===== src/rtl/acc_cpu_pkg.sv =====
package acc_cpu_pkg;

    parameter int unsigned WORD_W  = 16;
    parameter int unsigned OP_W    = 4;
    parameter int unsigned FIELD_W = 11;

    localparam int unsigned IX_W    = FIELD_W;
    localparam int unsigned IDX_BIT = FIELD_W;
    localparam int unsigned HI_W    = WORD_W - FIELD_W;
    localparam int unsigned OP_LSB  = WORD_W - OP_W;

    typedef enum logic [OP_W-1:0] {
        OP_HLT    = 4'd0,
        OP_LOAD   = 4'd1,
        OP_STORE  = 4'd2,
        OP_ADD    = 4'd3,
        OP_SUB    = 4'd4,
        OP_SHL    = 4'd5,
        OP_SHR    = 4'd6,
        OP_JUMP   = 4'd7,
        OP_JGE    = 4'd8,
        OP_LDFLD  = 4'd9,
        OP_STFLD  = 4'd10,
        OP_JZX    = 4'd11,
        OP_LDX    = 4'd12,
        OP_STX    = 4'd13,
        OP_INCX   = 4'd14,
        OP_BAD    = 4'd15
    } opcode_e;

    typedef enum logic [1:0] {
        ST_FETCH,
        ST_DECODE,
        ST_EXEC,
        ST_HALT
    } state_e;

    typedef struct packed {
        state_e              st;
        logic [WORD_W-1:0]   ac;
        logic [IX_W-1:0]     ix;
        logic [FIELD_W-1:0]  pc;
        logic [WORD_W-1:0]   ir;
        logic [FIELD_W-1:0]  ea;
    } cpu_regs_t;

endpackage


===== src/rtl/acc_ea_gen.sv =====
module acc_ea_gen
    import acc_cpu_pkg::*;
(
    input  logic [FIELD_W-1:0] field,
    input  logic               idx_en,
    input  logic [IX_W-1:0]    ix,
    output logic [FIELD_W-1:0] ea
);
    always_comb begin
        ea = idx_en ? (field + ix) : field;
    end
endmodule


===== src/rtl/acc_alu.sv =====
module acc_alu
    import acc_cpu_pkg::*;
(
    input  opcode_e            op,
    input  logic [WORD_W-1:0]  ac,
    input  logic [WORD_W-1:0]  opnd,
    output logic [WORD_W-1:0]  res
);
    always_comb begin
        unique case (op)
            OP_LOAD:  res = opnd;
            OP_ADD:   res = ac + opnd;
            OP_SUB:   res = ac - opnd;
            OP_SHL:   res = {ac[WORD_W-2:0], 1'b0};
            OP_SHR:   res = {ac[WORD_W-1], ac[WORD_W-1:1]};
            OP_LDFLD: res = {{HI_W{1'b0}}, opnd[FIELD_W-1:0]};
            default:  res = ac;
        endcase
    end
endmodule


===== src/rtl/acc_flow.sv =====
module acc_flow
    import acc_cpu_pkg::*;
(
    input  opcode_e            op,
    input  logic [FIELD_W-1:0] field,
    input  logic [WORD_W-1:0]  ac,
    input  logic [IX_W-1:0]    ix,
    input  logic [FIELD_W-1:0] pc,
    output logic [FIELD_W-1:0] pc_next,
    output logic [IX_W-1:0]    ix_next,
    output logic [FIELD_W-1:0] pc_inc
);
    always_comb begin
        pc_inc  = pc + 1'b1;
        pc_next = pc_inc;
        ix_next = ix;
        unique case (op)
            OP_JUMP: pc_next = field;
            OP_JGE: begin
                if (!ac[WORD_W-1]) pc_next = field;
            end
            OP_JZX: begin
                if (ix == '0) pc_next = field;
                else          ix_next = ix + 1'b1;
            end
            OP_INCX: ix_next = ix + field;
            default: ;
        endcase
    end
endmodule


===== src/rtl/acc_cpu.sv =====
module acc_cpu
    import acc_cpu_pkg::*;
(
    input  logic                clk,
    input  logic                rst,
    output logic [FIELD_W-1:0]  mem_addr,
    output logic                mem_we,
    output logic [WORD_W-1:0]   mem_wdata,
    input  logic [WORD_W-1:0]   mem_rdata,
    output logic                halt
);
    cpu_regs_t r_d, r_q;

    opcode_e            dec_op, exe_op, alu_op;
    logic [FIELD_W-1:0] dec_field;
    logic               dec_idx;
    logic               dec_mem_op;
    logic [FIELD_W-1:0] dec_ea;
    logic [WORD_W-1:0]  alu_res;
    logic [FIELD_W-1:0] flow_pc, flow_pc_inc;
    logic [IX_W-1:0]    flow_ix;

    assign dec_op     = opcode_e'(mem_rdata[WORD_W-1:OP_LSB]);
    assign exe_op     = opcode_e'(r_q.ir[WORD_W-1:OP_LSB]);
    assign dec_field  = mem_rdata[FIELD_W-1:0];
    assign dec_mem_op = (dec_op == OP_LOAD) || (dec_op == OP_STORE) ||
                        (dec_op == OP_ADD)  || (dec_op == OP_SUB);
    assign dec_idx    = mem_rdata[IDX_BIT] & dec_mem_op;
    assign alu_op     = (r_q.st == ST_DECODE) ? dec_op : exe_op;

    acc_ea_gen u_ea (
        .field  (dec_field),
        .idx_en (dec_idx),
        .ix     (r_q.ix),
        .ea     (dec_ea)
    );

    acc_alu u_alu (
        .op   (alu_op),
        .ac   (r_q.ac),
        .opnd (mem_rdata),
        .res  (alu_res)
    );

    acc_flow u_flow (
        .op      (dec_op),
        .field   (dec_field),
        .ac      (r_q.ac),
        .ix      (r_q.ix),
        .pc      (r_q.pc),
        .pc_next (flow_pc),
        .ix_next (flow_ix),
        .pc_inc  (flow_pc_inc)
    );

    always_comb begin
        r_d       = r_q;
        mem_addr  = r_q.pc;
        mem_we    = 1'b0;
        mem_wdata = r_q.ac;
        halt      = 1'b0;
        unique case (r_q.st)
            ST_FETCH: begin
                r_d.st = ST_DECODE;
            end
            ST_DECODE: begin
                r_d.ir = mem_rdata;
                r_d.ea = dec_ea;
                unique case (dec_op)
                    OP_HLT, OP_BAD: begin
                        r_d.st = ST_HALT;
                    end
                    OP_SHL, OP_SHR: begin
                        r_d.ac = alu_res;
                        r_d.pc = flow_pc_inc;
                        r_d.st = ST_FETCH;
                    end
                    OP_JUMP, OP_JGE, OP_JZX, OP_INCX: begin
                        r_d.pc = flow_pc;
                        r_d.ix = flow_ix;
                        r_d.st = ST_FETCH;
                    end
                    OP_STORE: begin
                        mem_addr  = dec_ea;
                        mem_we    = 1'b1;
                        mem_wdata = r_q.ac;
                        r_d.pc    = flow_pc_inc;
                        r_d.st    = ST_FETCH;
                    end
                    OP_STX: begin
                        mem_addr  = dec_ea;
                        mem_we    = 1'b1;
                        mem_wdata = {{HI_W{r_q.ix[IX_W-1]}}, r_q.ix};
                        r_d.pc    = flow_pc_inc;
                        r_d.st    = ST_FETCH;
                    end
                    default: begin
                        mem_addr = dec_ea;
                        r_d.st   = ST_EXEC;
                    end
                endcase
            end
            ST_EXEC: begin
                r_d.pc = r_q.pc + 1'b1;
                r_d.st = ST_FETCH;
                unique case (exe_op)
                    OP_LDX: begin
                        r_d.ix = mem_rdata[IX_W-1:0];
                    end
                    OP_STFLD: begin
                        mem_addr  = r_q.ea;
                        mem_we    = 1'b1;
                        mem_wdata = {mem_rdata[WORD_W-1:FIELD_W], r_q.ac[FIELD_W-1:0]};
                    end
                    default: begin
                        r_d.ac = alu_res;
                    end
                endcase
            end
            ST_HALT: begin
                halt = 1'b1;
            end
            default: begin
                r_d.st = ST_HALT;
            end
        endcase
    end

    always_ff @(posedge clk) begin
        if (rst) begin
            r_q.st <= ST_FETCH;
            r_q.ac <= '0;
            r_q.ix <= '0;
            r_q.pc <= '0;
            r_q.ir <= '0;
            r_q.ea <= '0;
        end else begin
            r_q <= r_d;
        end
    end
endmodule


===== config.mk =====
export PLATFORM = sky130hd
export DESIGN_NAME = acc_cpu
export DESIGN_NICKNAME = d
export VERILOG_FILES = /design/src/rtl/acc_cpu_pkg.sv /design/src/rtl/acc_ea_gen.sv /design/src/rtl/acc_alu.sv /design/src/rtl/acc_flow.sv /design/src/rtl/acc_cpu.sv
export SDC_FILE = /design/constraint.sdc
export NUM_CORES = 1
export LEC_CHECK = 0
export BUFFER_PORTS_ARGS = -buffer_cell sky130_fd_sc_hd__buf_2
export CORE_MARGIN = 2
export CORE_UTILIZATION = 30
export DETAILED_ROUTE_END_ITERATION = 10
export PLACE_DENSITY = 0.48
export SYNTH_ARGS = -nofsm -noshare
export SYNTH_HDL_FRONTEND = slang
export SYNTH_HIERARCHICAL = 1
export SYNTH_SLANG_ARGS = --single-unit
export TNS_END_PERCENT = 10

===== constraint.sdc =====
create_clock -name clk -period 7.1 [get_ports clk]
set_input_delay 0.355 -clock clk [delete_from_list [all_inputs] [get_ports clk]]
set_output_delay 0.355 -clock clk [all_outputs]
set_load 0.02 [all_outputs]

==> out/metrics.csv, run 1 <==
metric,value,unit
start_kind,flop,
fmax,0.227,GHz
portBuffers,46,
yosysTopAreaCell,dfxtp_1,
fin_crit_sh,62.2,%
ys_types,91,
grt.overflow.total,0,
min_from,r_q[6]$_SDFFE_PP0P_,
synth-seq-cells,55,
synth_area_leaders,"dfxtp_1 16%, ha_1 8.0%, mux2i_1 5.3%",
syn-num-nets,933,
h-tree-depth,2,
hold_class,reg2reg,
core_area,22600,um^2
startpoint,r_q[65]$_SDFFE_PP0P_,
initial_core_util,30.4,%
cp_cell_sequence,ha_1 > buf_4 > mux2_2 > nand2b_1 > nor3_1 > a31oi_1 > xnor2_1 > ha_1 > nand3_1 > a211o_1 > a31oi_1 > o221ai_1 > xnor2_1 > o21ai_1 > mux2i_1 > nor2_1,
yosysSeqAreaShare,16.0,%
final_util,32.9,%
numCtsBuffers,5,
cp.buffers_inverters,1,
cpPeakStageDelay,0.67,ns
wire_per_inst,19.1,um
post-route-drc-count,0,
relSlewSlack,42.6,%
cp_slowest_cell,nor3_1,
report.final.slew_viol_count,0,
hold_viol_final,0,
num_rows,55,
cts_tree,yes,
routed_via_density,5.74,
path_delay_family,simple AND/OR/NAND/NOR gates,
avgSynthCellArea,7.90,um^2
cts_resized,0,
clk_latency,0.31,ns
fp.dieH,155,um
grt_setup_unrepaired,false,
ys_warn_count,6,
dp_hpwl,16.3,mm
critical_path_class,reg2reg,
ir_drop,0.0000774,V
crit_fanout,25,
grt_pass1_vias,6460,
area_growth,8.15,%
cts_hold_buf,0,
grt_max_degree,58,
yosys.area.top_type_share,16.0,%
grt_first_pass_wirelength,35.9,mm
drv_cap,0,
vias,6735,
setup_violations,0,
synth_edf_count,0,
async_flop_share,0,%
syn_area,6860,um^2
syn_inst,868,
drt-total-wl,22.4,mm
fin_cells,1173,
p_leak,2.95,nW
post-cts-setup-buffer-count,0,
dieArea,24100,um^2
clock_skew,0.00760,ns
clockBufferDepth,2,
root_buffer,clkbuf_16,
hold_ws,0.469,ns
routabilityCongestion,0.802,
final.fill_count,2445,
fp.dieW,155,um
ant_nets,0,
firstDrtPassIters,6,
antenna_found_initial,0,
drtIter0Drc,691,
r2r-start,r_q[65]$_SDFFE_PP0P_,
cts_sinks,55,
worstPathRequired,7.27,ns
n_antenna_cell,0,
ys_top_cells_by_count,"78 x nand2_1, 78 x nor2_1, 59 x a21oi_1",
dp.cells,1167,
drive_above_1_share,14.3,%
ys.flop_type,dfxtp_1,
pin_count,47,
status,"finished, final reports clean",
power_density,157,nW/um^2
clk_pin_slew,0.08,ns
final_nets,954,
fin_tns_setup,0,ns
worstMarginPinSlew,0.861,ns
grt_usage,18.6,%
cp.arrival,4.58,ns
endpoint_kind,flop,
min_period,4.41,ns
-- cell families after synthesis --
kind of cell	synth area share, %
flops	16.0
mux	10.7
buf+inv	5.33
simple gates	21.7
compound gates	30.8
fa+ha+maj	8.90
xor+xnor	6.49
-- state kept, by name, indices dropped and copies added, names as in the netlist --
register and cells:
exe_op 4, r_q 51
-- final timing paths --
path / end / slack [ns] / depth (start not counted)
max: r_q[64]$_SDFFE_PP0P_ / 2.69 / 16
min: r_q[6]$_SDFFE_PP0P_ / 0.47 / 2
max reg2reg: r_q[64]$_SDFFE_PP0P_ / 2.69 / 16
min reg2reg: r_q[6]$_SDFFE_PP0P_ / 0.47 / 2
-- where the power goes --
part / switching [mW] / internal [mW] / total, mW
combinational: 0.323 / 0.217 / 0.540
clock: 0.123 / 0.128 / 0.251
sequential: 0.0456 / 0.332 / 0.377
-- layer usage --
metal | vias to the layer above | share of wire [%] | GRT usage [%]
met1 | 3235 | 48 | 25.9
met5 | - | 0 | 0
met3 | 20 | 3.5 | 1.81
met4 | 0 | 1.4 | 3.67
li1 | 3336 | - | -
met2 | 144 | 47 | 31.4
-- stage by stage --
stage	area [um^2]	power, mW	setup WS [ns]
detailed placement	7290	0.920	2.73
global placement	7290	0.921	2.76
CTS	7420	1.18	2.70
finish	7420	1.17	2.69
floorplan	6860	0.788	2.91
global route	7420	1.26	2.31
-- worst reg2reg max path, cell delays in order (launching register included) --
cell      delay [ns]
dfxtp_1         0.40
ha_1            0.17
buf_4           0.29
mux2_2          0.44
nand2b_1        0.21
nor3_1          0.67
a31oi_1         0.12
xnor2_1         0.19
ha_1            0.38
nand3_1         0.22
a211o_1         0.32
a31oi_1         0.24
o221ai_1        0.19
xnor2_1         0.18
o21ai_1         0.07
mux2i_1         0.14
nor2_1          0.05
-- cell usage in the layout (no fill, tap or decap), drive strengths merged, types with 6 or more instances in the layout --
| cell type | n |
|---|---|
| o21ai | 44 |
| a22o | 10 |
| inv | 37 |
| clkbuf | 6 |
| nand2 | 79 |
| nor2b | 10 |
| a21oi | 59 |
| mux2 | 28 |
| nand2b | 18 |
| and2b | 6 |
| nand3 | 38 |
| xnor2 | 32 |
| a221o | 18 |
| o21a | 11 |
| nor3 | 14 |
| dfxtp | 55 |
| o221ai | 7 |
| a211oi | 17 |
| and3 | 9 |
| a31oi | 14 |
| ha | 44 |
| a21o | 11 |
| o22ai | 8 |
| nor4 | 9 |
| a222oi | 14 |
| nor2 | 80 |
| o31ai | 7 |
| mux2i | 37 |
| buf | 54 |
| o211ai | 13 |
| xor2 | 18 |
-- cell type report --
| cell class | instances | area, um^2 | share of cell area [%] |
|---|---|---|---|
| Tap cell | 285 | 357 | 4.81 |
| Clock buffer | 6 | 129 | 1.74 |
| Timing Repair Buffer | 54 | 290 | 3.91 |
| Sequential cell | 55 | 1100 | 14.8 |
| Multi-Input combinational cell | 735 | 5400 | 72.8 |
| Inverter | 38 | 143 | 1.92 |
Note: power is estimated with default switching activity, not from simulation.
==> run 2, diff against run 1 <==
--- a/config.mk
+++ b/config.mk
@@ -9,7 +9,7 @@
 export CORE_MARGIN = 2
 export CORE_UTILIZATION = 30
 export DETAILED_ROUTE_END_ITERATION = 10
-export PLACE_DENSITY = 0.48
+export PLACE_DENSITY = 0.5
 export SYNTH_ARGS = -nofsm -noshare
 export SYNTH_HDL_FRONTEND = slang
 export SYNTH_HIERARCHICAL = 1
==> constraint.sdc (replaced) <==
create_clock -name clk -period 4 [get_ports clk]
set_input_delay 0.2 -clock clk [delete_from_list [all_inputs] [get_ports clk]]
set_output_delay 0.2 -clock clk [all_outputs]
set_load 0.02 [all_outputs]
==> run 2 against run 1 <==
  * Utilization up 1.1 points
  * Non-clock buffer count up 28
  * Power up 83%
  * Count of clock-buffer cells in the layout up 1
  * Worst setup slack worse by 2.4 ns
  * Maximum frequency up 18%
  * First-iteration DRC count down 9.0%
  * Clock power up 85%
  * Critical path depth down 1
  * Final cell count up 2.6%
  * Sequential share of layout area down 0.48 points
  * Global-route usage up 0.54 points
  * Critical path type unchanged
  * Largest cell class unchanged
  * Largest power group unchanged
==> out/metrics.csv, run 2 (synthesis results as in run 1) <==
metric,value,unit,change
clockBufferDepth,2,,unchanged
fp.dieH,155,um,unchanged
vias,6946,,+3.1%
fp.dieW,155,um,unchanged
antenna_found_initial,0,,unchanged
portBuffers,46,,unchanged
routabilityCongestion,0.864,,+7.7%
status,"finished, final reports clean",,
hold_class,in2reg,,
relSlewSlack,42.8,%,+0.19 points
ir_drop,0.000150,V,+93%
largest_reg_flops,51,,unchanged
grt_max_degree,38,,-34%
worstMarginPinSlew,0.858,ns,-0.00285 ns
drive_above_1_share,17.5,%,+3.2 points
dp_hpwl,16.9,mm,+3.4%
setup_violations,0,,unchanged
firstDrtPassIters,7,,+1
power.internal,1.24,mW,+83%
cts_hold_buf,0,,unchanged
pin_count,47,,unchanged
num_rows,55,,unchanged
wire_per_inst,19.1,um,-0.28%
endpoint_kind,flop,,
dieArea,24100,um^2,unchanged
clk_latency,0.31,ns,about the same
power.switching,0.901,mW,+83%
grt.overflow.total,0,,unchanged
start_kind,flop,,
initial_core_util,30.4,%,unchanged
grt_pass1_vias,6676,,+3.3%
worstPathRequired,4.18,ns,-3.09 ns
drt-total-wl,22.9,mm,+2.3%
grt_usage,19.2,%,+0.54 points
p_total,2.14,mW,+83%
dpl_cell_area,7510,um^2,+3.1%
dp.cells,1195,,+2.4%
fmax,0.266,GHz,+18%
fin_tns_setup,0,ns,unchanged
startpoint,r_q[65]$_SDFFE_PP0P_,,
final_area,7670,um^2,+3.4%
power.share.clock,21.7,%,+0.2 points
p_leak,3.10,nW,+5.0%
routed_via_density,5.77,,+0.56%
report.final.slew_viol_count,0,,unchanged
final_cell_mix,"78 x nand2_1, 78 x nor2_1, 59 x a21oi_1",,
critical_path_class,reg2reg,,
power_density,279,nW/um^2,+77%
final_nets,982,,+2.9%
post-route-drc-count,0,,unchanged
grt_first_pass_wirelength,37.2,mm,+3.5%
min_from,rst,,
core_area,22600,um^2,unchanged
numCtsBuffers,5,,unchanged
root_buffer,clkbuf_16,,
regMostFlops,r_q,,
clock_skew,0.00864,ns,+0.00105 ns
sw_frac_of_total,42.1,%,about the same
final_util,34.0,%,+1.1 points
ant_nets,0,,unchanged
min_period,3.75,ns,-0.660 ns
r2r-start,r_q[65]$_SDFFE_PP0P_,,
power_frac_seq,30.3,%,-2.0 points
post-cts-setup-buffer-count,0,,unchanged
hold_viol_final,0,,unchanged
drv_cap,0,,unchanged
cts_sinks,55,,unchanged
fin_crit_sh,93.8,%,+32 points
drtIter0Drc,629,,-9.0%
grt_setup_unrepaired,false,,
n_antenna_cell,0,,unchanged
h-tree-depth,2,,unchanged
area_growth,11.8,%,
p_comb_share,48.0,%,+1.8 points
fin_cells,1203,,+2.6%
cp.arrival,3.94,ns,-0.64 ns
crit_fanout,6,,-76%
clk_pin_slew,0.08,ns,about the same
cts_tree,yes,,
==> run 2: cell type report <==
type,instances,area [um^2]
fill,2451,14900
multi-input combinational,735,5430
sequential,55,1100
timing repair buffer,82,500
tap,285,357
inverter,38,143
clock buffer,7,133
clock inverter,1,5.00
==> run 2: critical path: stages (launching register included) <==
cell      delay (ns)
dfxtp_1         0.38
ha_4            0.18
mux2_2          0.34
nand2b_1        0.22
or3_4           0.40
o21ai_1         0.24
inv_1           0.07
ha_1            0.26
nor2b_1         0.14
o31ai_1         0.41
a211oi_1        0.17
o31ai_1         0.35
xor2_1          0.17
o21ai_0         0.08
mux2i_1         0.15
nor2_1          0.05
==> run 2: final timing paths <==
path | end | slack [ns] | cells after the start
setup reg to reg | r_q[62]$_SDFFE_PP0P_ | 0.25 | 15
hold reg to reg | r_q[2]$_SDFFE_PP0P_ | 0.47 | 2
hold / removal | r_q[59]$_SDFFE_PP0P_ | 0.34 | 2
setup / recovery | r_q[62]$_SDFFE_PP0P_ | 0.25 | 15
==> run 2: power groups by stage <==
stage	sequential (mW)	combinational (mW)	clock [mW]
CTS	0.648	1.02	0.478
finish	0.649	1.03	0.465
floorplan	0.651	0.749	0
global placement	0.661	1.01	0
global route	0.657	1.14	0.496
detailed placement	0.662	1.01	0
==> run 2: routing by layer <==
metal / vias to the layer above / share of wire, % / GRT usage (%)
met5: - / 0 / 0
met4: 0 / 2.0 / 5.16
met3: 35 / 5.5 / 2.62
met2: 194 / 45 / 30.3
met1: 3339 / 48 / 27.3
li1: 3378 / - / -
==> run 2: timing repair <==
item / CTS / global route
endpoints found under the setup margin: 0 / 5
hold endpoints to repair: 0 / 0
resized for setup: 0 / 5
==> run 2: per-stage QoR <==
stage          hold WS [ns]  setup slack (ns)
2_1_floorplan         0.385            0.0162
4_1_cts               0.333             0.147
3_3_place_gp          0.454             0.220
3_5_place_dp          0.458             0.170
6_report              0.340             0.247
5_1_grt               0.367           0.00643
==> run 3, diff against run 2 <==
--- a/config.mk
+++ b/config.mk
@@ -6,10 +6,13 @@
 export NUM_CORES = 1
 export LEC_CHECK = 0
 export BUFFER_PORTS_ARGS = -buffer_cell sky130_fd_sc_hd__buf_2
+export CELL_PAD_IN_SITES_DETAIL_PLACEMENT = 0
+export CELL_PAD_IN_SITES_GLOBAL_PLACEMENT = 1
 export CORE_MARGIN = 2
 export CORE_UTILIZATION = 30
 export DETAILED_ROUTE_END_ITERATION = 10
-export PLACE_DENSITY = 0.5
+export PLACE_DENSITY = 0.62
+export SETUP_SLACK_MARGIN = 0.1
 export SYNTH_ARGS = -nofsm -noshare
 export SYNTH_HDL_FRONTEND = slang
 export SYNTH_HIERARCHICAL = 1
==> run 3 against run 2 <==
  * Clock skew is 0.0026 ns lower
  * Maximum frequency is 1.2% higher
  * Sequential share of layout area is 0.086 points higher
  * Global-route usage hardly changed
  * Final area is 0.15% lower
  * Critical path type unchanged
==> out/metrics.csv, run 3 (synthesis results as in run 1) <==
metric,value,unit,change
fmax,0.270,GHz,+1.2%
dp_slack,0.128,ns,-0.0421 ns
fin_tns_setup,0,ns,unchanged
pin_count,47,,unchanged
worstMarginPinSlew,0.907,ns,+0.0485 ns
setup_violations,0,,unchanged
core_area,22600,um^2,unchanged
clockBufferDepth,2,,unchanged
fp.dieW,155,um,unchanged
worstPathRequired,4.18,ns,about the same
report.final.slew_viol_count,0,,unchanged
finalWorstSetupSlack,0.292,ns,+0.0452 ns
critical_path_class,reg2reg,,
wire_per_inst,19.2,um,+0.91%
final.fill_count,2445,,-0.24%
clock_skew,0.00607,ns,-0.00258 ns
r2r_slack,0.29,ns,+0.05 ns
multi_input_area,5450,um^2,+0.28%
drt-total-wl,23.0,mm,+0.49%
h-tree-depth,2,,unchanged
post-route-drc-count,0,,unchanged
grt.overflow.total,0,,unchanged
sw_frac_of_total,41.8,%,-0.24 points
largest_reg_flops,51,,unchanged
cp_cell_sequence,inv_1 > ha_4 > mux2_4 > nand2b_4 > or3_4 > nand2_1 > o21ai_1 > fa_1 > and2b_1 > nor2_1 > o311a_4 > o41ai_4 > mux2i_1 > a221oi_2 > mux2i_1 > nor2_1,,
grt_pass1_vias,6699,,+0.34%
final_area,7660,um^2,-0.15%
startpoint,r_q[66]$_SDFFE_PP0P_,,
dp.cells,1192,,-0.25%
hold_viol_final,0,,unchanged
grt_usage,19.2,%,about the same
routabilityCongestion,0.839,,-2.9%
dp_hpwl,17.3,mm,+2.4%
p_leak,3.08,nW,-0.57%
root_buffer,clkbuf_16,,
cpPeakStageDelay,0.42,ns,about the same
fp.dieH,155,um,unchanged
endpoint_kind,flop,,
power.switching,0.889,mW,-1.3%
drv_cap,0,,unchanged
firstDrtPassIters,8,,+1
power_density,277,nW/um^2,-0.61%
clk_latency,0.31,ns,about the same
vias,6840,,-1.5%
post-cts-setup-buffer-count,0,,unchanged
status,"finished, final reports clean",,
grt_max_degree,39,,+2.6%
dieArea,24100,um^2,unchanged
area_growth,11.6,%,
final_cell_mix,"78 x nand2_1, 78 x nor2_1, 58 x a21oi_1",,
regMostFlops,r_q,,
grt_setup_unrepaired,false,,
power.internal,1.24,mW,-0.34%
initial_core_util,30.4,%,unchanged
clk_pin_slew,0.07,ns,about the same
grt_first_pass_wirelength,37.2,mm,+0.22%
num_rows,55,,unchanged
p_comb_share,48.7,%,+0.7 points
hold_ws,0.344,ns,+0.00352 ns
routed_via_density,5.71,,-1.1%
cts_sinks,55,,unchanged
n_antenna_cell,0,,unchanged
drive_above_1_share,17.6,%,+0.096 points
relSlewSlack,39.6,%,-3.2 points
cts_tree,yes,,
timing.rr.end,r_q[63]$_SDFFE_PP0P_,,
ir_drop,0.000153,V,+2.5%
r2r-start,r_q[66]$_SDFFE_PP0P_,,
ant_nets,0,,unchanged
dpl_cell_area,7500,um^2,-0.23%
start_kind,flop,,
cp_slowest_cell,fa_1,,
register_area,1110,um^2,+0.45%
portBuffers,46,,unchanged
min_period,3.71,ns,-0.0452 ns
hold_class,in2reg,,
cp.arrival,3.89,ns,-0.05 ns
drtIter0Drc,598,,-4.9%
cts_hold_buf,0,,unchanged
crit_fanout,8,,+2
fin_crit_sh,92.7,%,-1.1 points
power.share.clock,20.9,%,-0.8 points
antenna_found_initial,0,,unchanged
numCtsBuffers,5,,unchanged
fin_cells,1198,,-0.42%
power_frac_seq,30.4,%,about the same
cp-endpoint,r_q[63]$_SDFFE_PP0P_,,
final_nets,979,,-0.31%
rr_worst_depth,16,,+1
## run 3: final cells by class
type | count | area share, %
Multi-Input combinational cell | 735 | 71.1
Inverter | 38 | 1.86
Tap cell | 285 | 4.66
Timing Repair Buffer | 79 | 6.24
Sequential cell | 55 | 14.4
Clock buffer | 6 | 1.68
## run 3: worst min path at each step
stage / startpoint / to / slack, ns / cells after the start
CTS: mem_rdata[15] / exe_op[3]$_SDFFE_PP0P_ / 0.34 / 3
global placement: r_q[7]$_SDFFE_PP0P_ / r_q[7]$_SDFFE_PP0P_ / 0.45 / 2
global route: mem_rdata[15] / exe_op[3]$_SDFFE_PP0P_ / 0.37 / 3
floorplan: rst / r_q[30]$_SDFFE_PP0P_ / 0.39 / 2
detailed placement: r_q[10]$_SDFFE_PP0P_ / r_q[10]$_SDFFE_PP0P_ / 0.46 / 2
finish: mem_rdata[15] / exe_op[3]$_SDFFE_PP0P_ / 0.34 / 3
## run 3: critical path: cells and delay by family (launching register included)
family | cells | cell delay (ns)
adders and majority gates | 2 | 0.59
AOI/OAI and AO/OA | 4 | 0.86
DFF | 1 | 0.33
muxes | 3 | 0.77
buffers and inverters | 1 | 0.08
and+or+nand+nor | 6 | 0.95
## run 3: what timing repair did
| action | CTS | global route |
|---|---|---|
| hold endpoints to repair | 0 | 0 |
| gates resized for setup | 0 | 10 |
| endpoints found under the setup margin | 0 | 9 |
## run 3: power by group through the flow
stage	Sequential (mW)	Clock [mW]	Combinational [mW]
floorplan	0.651	0	0.751
global placement	0.658	0	1.02
detailed placement	0.659	0	1.02
CTS	0.646	0.464	1.02
global route	0.654	0.475	1.14
finish	0.645	0.445	1.03
## run 3: stage by stage
| stage | util [%] | power [mW] |
|---|---|---|
| finish | 33.9 | 2.12 |
| global placement | 33.2 | 1.68 |
| CTS | 33.8 | 2.13 |
| detailed placement | 33.2 | 1.68 |
| global route | 33.9 | 2.27 |
| floorplan | - | 1.40 |
## run 3: layer usage
metal | wire, um | track usage, %
met1 | 11000 | 26.7
met2 | 10900 | 32.2
met3 | 1000 | 2.26
met4 | 181 | 3.41
met5 | 0 | 0
